[src/rtl/ddc_gpio_pkg.sv]
package ddc_gpio_pkg;

    localparam int unsigned REG_W   = 32;
    localparam int unsigned BYTES   = REG_W / 8;
    localparam int unsigned CNT_W   = 8;
    localparam logic [REG_W-1:0] RB_MASK = 32'h0000_0F00;

    typedef struct packed {
        logic [REG_W-1:0] val;
        logic             scl_low;
        logic             sda_low;
        logic             sda_pend;
        logic             sda_stage;
        logic             busy;
        logic [CNT_W-1:0] cnt;
    } chan_st_t;

endpackage

[src/rtl/ddc_line_sync.sv]
module ddc_line_sync #(
    parameter int unsigned STAGES = 2,
    parameter int unsigned WIDTH  = 2
) (
    input  logic             clk,
    input  logic             rst_n,
    input  logic [WIDTH-1:0] d,
    output logic [WIDTH-1:0] q
);
    logic [WIDTH-1:0] pipe_d [STAGES];
    logic [WIDTH-1:0] pipe_q [STAGES];

    always_comb begin
        pipe_d[0] = d;
        for (int s = 1; s < STAGES; s++) begin
            pipe_d[s] = pipe_q[s-1];
        end
    end

    always_ff @(posedge clk) begin
        for (int s = 0; s < STAGES; s++) begin
            if (!rst_n) pipe_q[s] <= '1;
            else        pipe_q[s] <= pipe_d[s];
        end
    end

    assign q = pipe_q[STAGES-1];
endmodule

[src/rtl/ddc_gpio_chan.sv]
module ddc_gpio_chan
    import ddc_gpio_pkg::*;
#(
    parameter int unsigned BASE       = 0,
    parameter bit          GATED      = 1'b0,
    parameter int unsigned MASK_BIT   = 25,
    parameter int unsigned SETTLE_CYC = 4
) (
    input  logic             clk,
    input  logic             rst_n,
    input  logic             wr_en,
    input  logic [BYTES-1:0] wr_be,
    input  logic [REG_W-1:0] wr_data,
    input  logic             scl_lvl,
    input  logic             sda_lvl,
    output logic [REG_W-1:0] reg_val,
    output logic             scl_low,
    output logic             sda_low
);
    localparam int unsigned DV = BASE;
    localparam int unsigned CV = BASE + 1;
    localparam int unsigned DE = BASE + 16;
    localparam int unsigned CE = BASE + 17;
    localparam int unsigned RD = BASE + 8;
    localparam int unsigned RC = BASE + 9;

    chan_st_t         s_d, s_q;
    logic [REG_W-1:0] merged;
    logic             upd;
    logic             cap;

    // byte merge; level bits stay under hardware control
    always_comb begin
        merged = s_q.val;
        for (int k = 0; k < BYTES; k++) begin
            if (wr_be[k]) merged[8*k +: 8] = wr_data[8*k +: 8];
        end
        merged = (merged & ~RB_MASK) | (s_q.val & RB_MASK);
    end

    generate
        if (GATED) begin : g_gated
            assign upd = wr_en && merged[MASK_BIT] &&
                         (wr_be[2] || (wr_be[0] && (merged[CE] || merged[DE])));
        end else begin : g_plain
            assign upd = wr_en && (|wr_be);
        end
    endgenerate

    assign cap = s_q.busy && (s_q.cnt == '0);

    always_comb begin
        s_d = s_q;
        if (s_q.sda_stage) begin
            s_d.sda_low   = s_q.sda_pend;
            s_d.sda_stage = 1'b0;
        end
        if (wr_en) s_d.val = merged;
        if (s_q.busy) begin
            if (cap) begin
                s_d.val[RC] = scl_lvl;
                s_d.val[RD] = sda_lvl;
                s_d.busy    = 1'b0;
            end else begin
                s_d.cnt = s_q.cnt - 1'b1;
            end
        end
        if (upd) begin
            s_d.val       = merged & ~RB_MASK;
            s_d.scl_low   = merged[CE] & ~merged[CV];
            s_d.sda_pend  = merged[DE] & ~merged[DV];
            s_d.sda_stage = 1'b1;
            s_d.busy      = 1'b1;
            s_d.cnt       = CNT_W'(SETTLE_CYC);
        end
    end

    always_ff @(posedge clk) begin
        if (!rst_n) s_q <= '0;
        else        s_q <= s_d;
    end

    assign reg_val = s_q.val;
    assign scl_low = s_q.scl_low;
    assign sda_low = s_q.sda_low;

    AST_SDA_LAGS_SCL: assert property (@(posedge clk) disable iff (!rst_n)
        (upd && !s_q.sda_stage) |=> $stable(sda_low));

    AST_CLEAR_LEVELS: assert property (@(posedge clk) disable iff (!rst_n)
        upd |=> ((reg_val & RB_MASK) == '0));

    AST_LEVELS_READONLY: assert property (@(posedge clk) disable iff (!rst_n)
        (wr_en && !upd && !cap) |=> $stable(reg_val[11:8]));

    AST_HOLD_NO_UPDATE: assert property (@(posedge clk) disable iff (!rst_n)
        (wr_en && !upd && !s_q.sda_stage) |=> ($stable(scl_low) && $stable(sda_low)));

    AST_RELEASE_NO_EN: assert property (@(posedge clk) disable iff (!rst_n)
        (upd && !merged[CE]) |=> !scl_low);
endmodule

[src/rtl/ddc_gpio_port.sv]
module ddc_gpio_port
    import ddc_gpio_pkg::*;
#(
    parameter int unsigned SYNC_STAGES = 2,
    parameter int unsigned SETTLE_CYC  = 4,
    parameter int unsigned MASK_BIT    = 25
) (
    input  logic             clk,
    input  logic             rst_n,
    input  logic             wr_en,
    input  logic             wr_sel,
    input  logic [3:0]       wr_be,
    input  logic [31:0]      wr_data,
    input  logic             rd_sel,
    output logic [31:0]      rd_data,
    input  logic [1:0]       ddc_scl_in,
    input  logic [1:0]       ddc_sda_in,
    output logic [1:0]       ddc_scl_low,
    output logic [1:0]       ddc_sda_low
);
    localparam int unsigned NCH = 2;

    logic [NCH-1:0]   scl_sync, sda_sync;
    logic [REG_W-1:0] reg_val [NCH];

    ddc_line_sync #(.STAGES(SYNC_STAGES), .WIDTH(2*NCH)) u_sync (
        .clk   (clk),
        .rst_n (rst_n),
        .d     ({ddc_scl_in, ddc_sda_in}),
        .q     ({scl_sync, sda_sync})
    );

    for (genvar g = 0; g < NCH; g++) begin : g_ch
        ddc_gpio_chan #(
            .BASE       (g),
            .GATED      (g != 0),
            .MASK_BIT   (MASK_BIT),
            .SETTLE_CYC (SETTLE_CYC)
        ) u_chan (
            .clk     (clk),
            .rst_n   (rst_n),
            .wr_en   (wr_en && (wr_sel == 1'(g))),
            .wr_be   (wr_be),
            .wr_data (wr_data),
            .scl_lvl (scl_sync[g]),
            .sda_lvl (sda_sync[g]),
            .reg_val (reg_val[g]),
            .scl_low (ddc_scl_low[g]),
            .sda_low (ddc_sda_low[g])
        );
    end

    assign rd_data = reg_val[rd_sel];
endmodule

[config.mk]
export PLATFORM = sky130hd
export DESIGN_NAME = ddc_gpio_port
export DESIGN_NICKNAME = d
export VERILOG_FILES = /design/src/rtl/ddc_gpio_pkg.sv /design/src/rtl/ddc_line_sync.sv /design/src/rtl/ddc_gpio_chan.sv /design/src/rtl/ddc_gpio_port.sv
export SDC_FILE = /design/constraint.sdc
export NUM_CORES = 1
export LEC_CHECK = 0
export BUFFER_PORTS_ARGS = -buffer_cell sky130_fd_sc_hd__clkbuf_2
export CORE_ASPECT_RATIO = 0.8
export CORE_MARGIN = 8
export CORE_UTILIZATION = 59
export DETAILED_ROUTE_END_ITERATION = 6
export PLACE_DENSITY = 0.83
export REMOVE_ABC_BUFFERS = 1
export SYNTH_ARGS = -nofsm -noshare
export SYNTH_HDL_FRONTEND = slang
export SYNTH_SLANG_ARGS = --single-unit
[constraint.sdc]
create_clock -name clk -period 3.5 [get_ports clk]
set_clock_uncertainty 0.05 [all_clocks]
set_input_delay 0.35 -clock clk [delete_from_list [all_inputs] [get_ports clk]]
set_output_delay 0.35 -clock clk [all_outputs]
set_load 0.02 [all_outputs]
; Yosys cells after proc, flatten, opt, wreduce, memory -nomap -nowiden
; Memory sizes are Yosys's and may differ from the RTL's.
; Cells that the tools add are included.
[word_totals]
ff_bits = 90
mem_bits_rw = 8
inputBits = 45
out_inout_bits = 36
word_cells = 97
memories = 1
[classes]
add_sub_neg = 2
magnitude_cmp = 1
eq_ne = 2
muxes = 31
bitwise = 17
reduce_logical = 23
[memory_table]
columns = memory, words, word_bits, rd, rd_ports_with_merged_regs, wr, line
row1 = u_sync.pipe_q, 2, 4, 2, 0, 2, ddc_line_sync.sv:11  ; logic [WIDTH-1:0] pipe_q [STAGES];
[ops]
columns = cell, count
row1 = 32-bit 2-to-1 mux, 5
row2 = 8-bit 2-to-1 mux, 10
row3 = 33-bit 2-to-1 mux, 2
row4 = 32-bit by 12-bit bitwise OR with 32-bit output, 2
row5 = 10-bit 2-to-1 mux, 2
row6 = 9-bit 2-to-1 mux, 2
row7 = 8-bit zero test, 2
row8 = 8-bit by 1-bit subtractor with 8-bit output (second input constant), 2
row9 = 1-bit logical AND, 8
row10 = 2-bit 2-to-1 mux, 4
row11 = 4-bit 2-to-1 mux, 2
row12 = 1-bit inverter, 8
row13 = 2-bit AND reduction, 4
row14 = 2-bit nonzero test, 4
row15 = 1-bit AND, 4
row16 = 1-bit 2-to-1 mux, 4
row17 = 2-bit by 1-bit inequality test with 1-bit output (second input constant), 2
row18 = 2-bit OR reduction, 2
row19 = 4-bit OR reduction, 1
row20 = 2-bit >= comparator (second input constant), 1
row21 = 1-bit logical OR, 2
row22 = 1-bit inverter with 2-bit output, 1
row23 = 1-bit bitwise OR, 2

; Longest topological paths before layout
[depth]
word_depth = 8
mapped_depth = 7
mapped_depth_nobuf = 6

; Hierarchy
; From an unflattened synthesis, not the netlist that was laid out.
[unflattened]
cells_unflattened = 529
hier_area_um2 = 4713.3
[modules_own_cells]
columns = module, instances, cells_per_inst, area_each_um2
row1 = ddc_gpio_chan at g_ch[0].u_chan, 1, 240, 1996.9
row2 = ddc_gpio_chan at g_ch[1].u_chan, 1, 235, 1949.4
row3 = ddc_gpio_port, 1, 38, 556.8
row4 = ddc_line_sync, 1, 16, 210.2

; Worst setup path after synthesis
; Ideal clock, no wire load.
[synth_path]
kind = register -> register
from = register g_ch[0].u_chan.s_q[3] in the netlist's numbering
to = register g_ch[0].u_chan.s_q[2] in the netlist's numbering
arrival_time_ns = 1.539
path_slack_ns = 1.791
stages_incl_launch_ff = 6
synth_period_minus_slack_ns = 1.709
cell_sequence = dfxtp_1 > or4_4 > buf_6 > nor3_4 > nor3_1 > o31a_1
[synth_between]
elab_chain_len = 4
[synth_rtl]
columns = element, line
row1 = from (decl), ddc_gpio_chan.sv:27  ; chan_st_t s_d, s_q;
row2 = from (signal assigned), ddc_gpio_chan.sv:79  ; if (!rst_n) s_q <= '0;
row3 = from (signal assigned), ddc_gpio_chan.sv:80  ; else s_q <= s_d;
row4 = 8-bit zero test, ddc_gpio_chan.sv:50  ; assign cap = s_q.busy && (s_q.cnt == '0);
row5 = 1-bit logical AND, ddc_gpio_chan.sv:50
row6 = 2-bit by 1-bit inequality test with 1-bit output (no line), -
row7 = 2-bit AND reduction (no line), -
; Every way passes these cells.
; A chain may end at the register's enable or synchronous reset.

; Worst setup path in the final report
[layout_path]
from = input rd_sel
to = output rd_data[16]
[layout_between]
elab_chain_len = 4
[layout_rtl]
columns = element, line
row1 = from (decl), ddc_gpio_port.sv:14  ; input logic rd_sel,
row2 = 1-bit inverter with 2-bit output (not written as such), ddc_gpio_port.sv:53  ; assign rd_data = reg_val[rd_sel];
row3 = 32-bit 2-to-1 mux (not written as such) (3 in series), ddc_gpio_port.sv:53
row4 = to (decl), ddc_gpio_port.sv:15  ; output logic [31:0] rd_data,
; Every way passes these cells. The select of a mux whose other input is x is not followed.

==> results.json <==
{
  "syn_inst": 428,
  "synthArstFlopShare_pct": 0,
  "max_clock_freq_ghz": 0.491,
  "final_max_slew_viol_count": 0,
  "hold_path.class": "in -> reg",
  "insertedDiodeCount": 0,
  "synth.top_cell.area_share_pct": 44.7,
  "crit_family": "buffers and inverters",
  "die_w_um": 110,
  "cp-startpoint": "rd_sel",
  "synth_commonest_cells": "dfxtp_1, mux2i_1, nor2b_1",
  "p_leak_uw": 0.00213,
  "critPathRequiredTime_ps": 3100,
  "syn2layout_area_growth_pct": 13.6,
  "worst_ep_arrival_time_ps": 1640,
  "antenna_found_initial": 0,
  "cts-root-buf": "clkbuf_8",
  "path_buf_inv": 2,
  "critPathLaunchType": "primary input",
  "crit_fanout": 32,
  "synth-edff-count": 0,
  "hold_path_startpoint": "ddc_scl_in[1]",
  "grt_pass1_wl_mm": 14.6,
  "end_kind": "output pin",
  "p_per_area_mw_per_mm2": 435,
  "postCtsSetupBuffers": 0,
  "yosysSeqAreaShare_pct": 44.7,
  "period_share_pct": 58.2,
  "grt.total_usage_pct": 16.9,
  "place_inst": 563,
  "clk_latency_ps": 350,
  "drt-met1-wl_mm": 4.15,
  "grt_max_degree": 41,
  "initial_utilization_pct": 61.1,
  "max_slew.worst_pin.slew_ps": 890,
  "synth_area_per_cell_um2": 9.83,
  "wl_met3_um": 494,
  "vdd_drop_max_uv": 290,
  "routed.top_layer": "met4",
  "num_vias": 3147,
  "critical_path_class": "in -> out",
  "rsz0062_at_grt": "false",
  "path_clk_slew_ps": 90,
  "place_congestion": 0.784,
  "tns_ps": 0,
  "synth.most_common_cell": "dfxtp_1",
  "ys_warn_count": 0,
  "fin_cells": 579,
  "grt_pass1_vias": 3173,
  "dp_hpwl_mm": 6.27,
  "vias_per_cell": 5.44,
  "synth_largest_area_cell": "dfxtp_1",
  "fillers": 549,
  "finalHoldViolations": 0,
  "die_h_um": 91.5,
  "timing.hold.ws_ps": 124,
  "portBuffers": 75,
  "synth_area_leaders": "dfxtp_1, mux2i_1, mux2_2",
  "die_area_mm2": 0.0101,
  "drive_gt1_share_pct": 26.6,
  "status": "complete, no violations",
  "cts_buffers": 9,
  "path_cells": "clkbuf_2 > mux2_2 > clkbuf_2",
  "crit_path_top_delay_cell": "clkbuf_2",
  "period_minus_slack_ps": 2040,
  "synth_ff_type": "dfxtp_1",
  "num_rows": 27,
  "clock_sinks": 94,
  "nNetsFinal": 535,
  "ys_ff_latch": 94,
  "drtAntennaViolNets": 0,
  "first_pass_iters": 4,
  "cts_max_path_buffers": 2,
  "ios": 81,
  "cts_tree": "done",
  "h-tree-depth": 3,
  "wl_per_cell_um": 15.1,
  "cap_violations": 0,
  "synth_area_mm2": 0.00421,
  "fp.coreArea_mm2": 0.00689,
  "timing.rr.start": "g_ch[1].u_chan.reg_val[17]",
  "ys_types": 47,
  "drc": 0,
  "max_stage_delay_ps": 660,
  "crit_top_cell": "clkbuf_2",
  "initialDrtViolationCount": 100,
  "overflow": 0,
  "wl_met2_mm": 4.01,
  "cts_resized": 0,
  "max_slew_margin_pct": 40.7,
  "setup_viol": 0,
  "hold_buffers": 0,
  "drt_wl_total_mm": 8.73
}
## sequential cells by signal, summed over array words and instances (netlist names)
register             cells
g_ch.u_chan.reg_val     60
g_ch.u_chan.s_q         22
u_sync.pipe_q            8
g_ch.u_chan.scl_low      2
g_ch.u_chan.sda_low      2
## path summary, 6_finish.rpt
| path | to | slack [ps] | cells after the start |
|---|---|---|---|
| setup / recovery | rd_data[16] | 1460 | 3 |
| hold / removal | u_sync.pipe_q[0][3] | 120 | 2 |
| setup reg to reg | g_ch[1].u_chan.s_q[1] | 1630 | 4 |
| hold reg to reg | u_sync.pipe_q[1][1] | 360 | 1 |
## routing by layer
layer,track usage (%),vias to the layer above
met2,26.8,82
met1,21.1,1473
met5,0,-
met3,5.98,4
li1,-,1588
met4,5.27,0
## layout by cell type, fill, tap and decap left out, types with 2 or more instances in the layout
cell type	instances
a21bo_2	2
nor4_1	3
o21ai_0	7
mux2i_1	51
clkbuf_2	75
a21oi_1	8
or3_1	4
mux2_2	28
buf_4	2
nand2b_1	11
nand2_1	31
clkbuf_8	11
nor2_1	15
a21boi_0	23
nand3_1	26
or4_1	2
inv_1	7
nor3_1	3
ha_1	3
nand3b_1	2
nor2b_1	46
o31ai_1	2
dfxtp_1	94
a211oi_1	4
xnor2_1	3
and2_1	4
clkinv_4	2
## where the power goes
group          leakage, µW  internal, µW  switching [µW]
clock             0.000103           372             359
sequential        0.000764          1100            19.1
combinational      0.00126          99.1             128
## per-stage QoR
stage | power, µW | util (%) | setup WS (ps) | instance area [µm²]
after global placement | 1370 | 66.4 | 1300 | 4570
final | 2080 | 69.4 | 1460 | 4780
after global routing | 2160 | 69.4 | 1400 | 4780
after CTS | 2100 | 69.4 | 1450 | 4780
after floorplan | 1280 | - | 1520 | 4070
after detailed placement | 1370 | 66.4 | 1260 | 4570
## kinds of logic after synthesis
kind of cell | after synthesis | share of synthesized area (%)
XOR/XNOR | 4 | 0.832
flip-flops | 94 | 44.7
AO/OA/AOI/OAI | 53 | 9.19
other | 1 | 0.0891
multiplexers | 79 | 19.6
buffers and inverters | 36 | 3.89
AND/OR/NAND/NOR | 158 | 20.8
adder cells (fa/ha/maj) | 3 | 0.892
## layout make-up
| class | instances | area [µm²] | area share, % |
|---|---|---|---|
| Inverter | 7 | 26.3 | 0.549 |
| Clock inverter | 4 | 55.1 | 1.15 |
| Tap cell | 87 | 109 | 2.28 |
| Sequential cell | 94 | 1880 | 39.3 |
| Multi-Input combinational cell | 298 | 2170 | 45.3 |
| Clock buffer | 12 | 155 | 3.24 |
| Timing Repair Buffer | 77 | 390 | 8.16 |
Note: power is estimated with default switching activity, not from simulation.
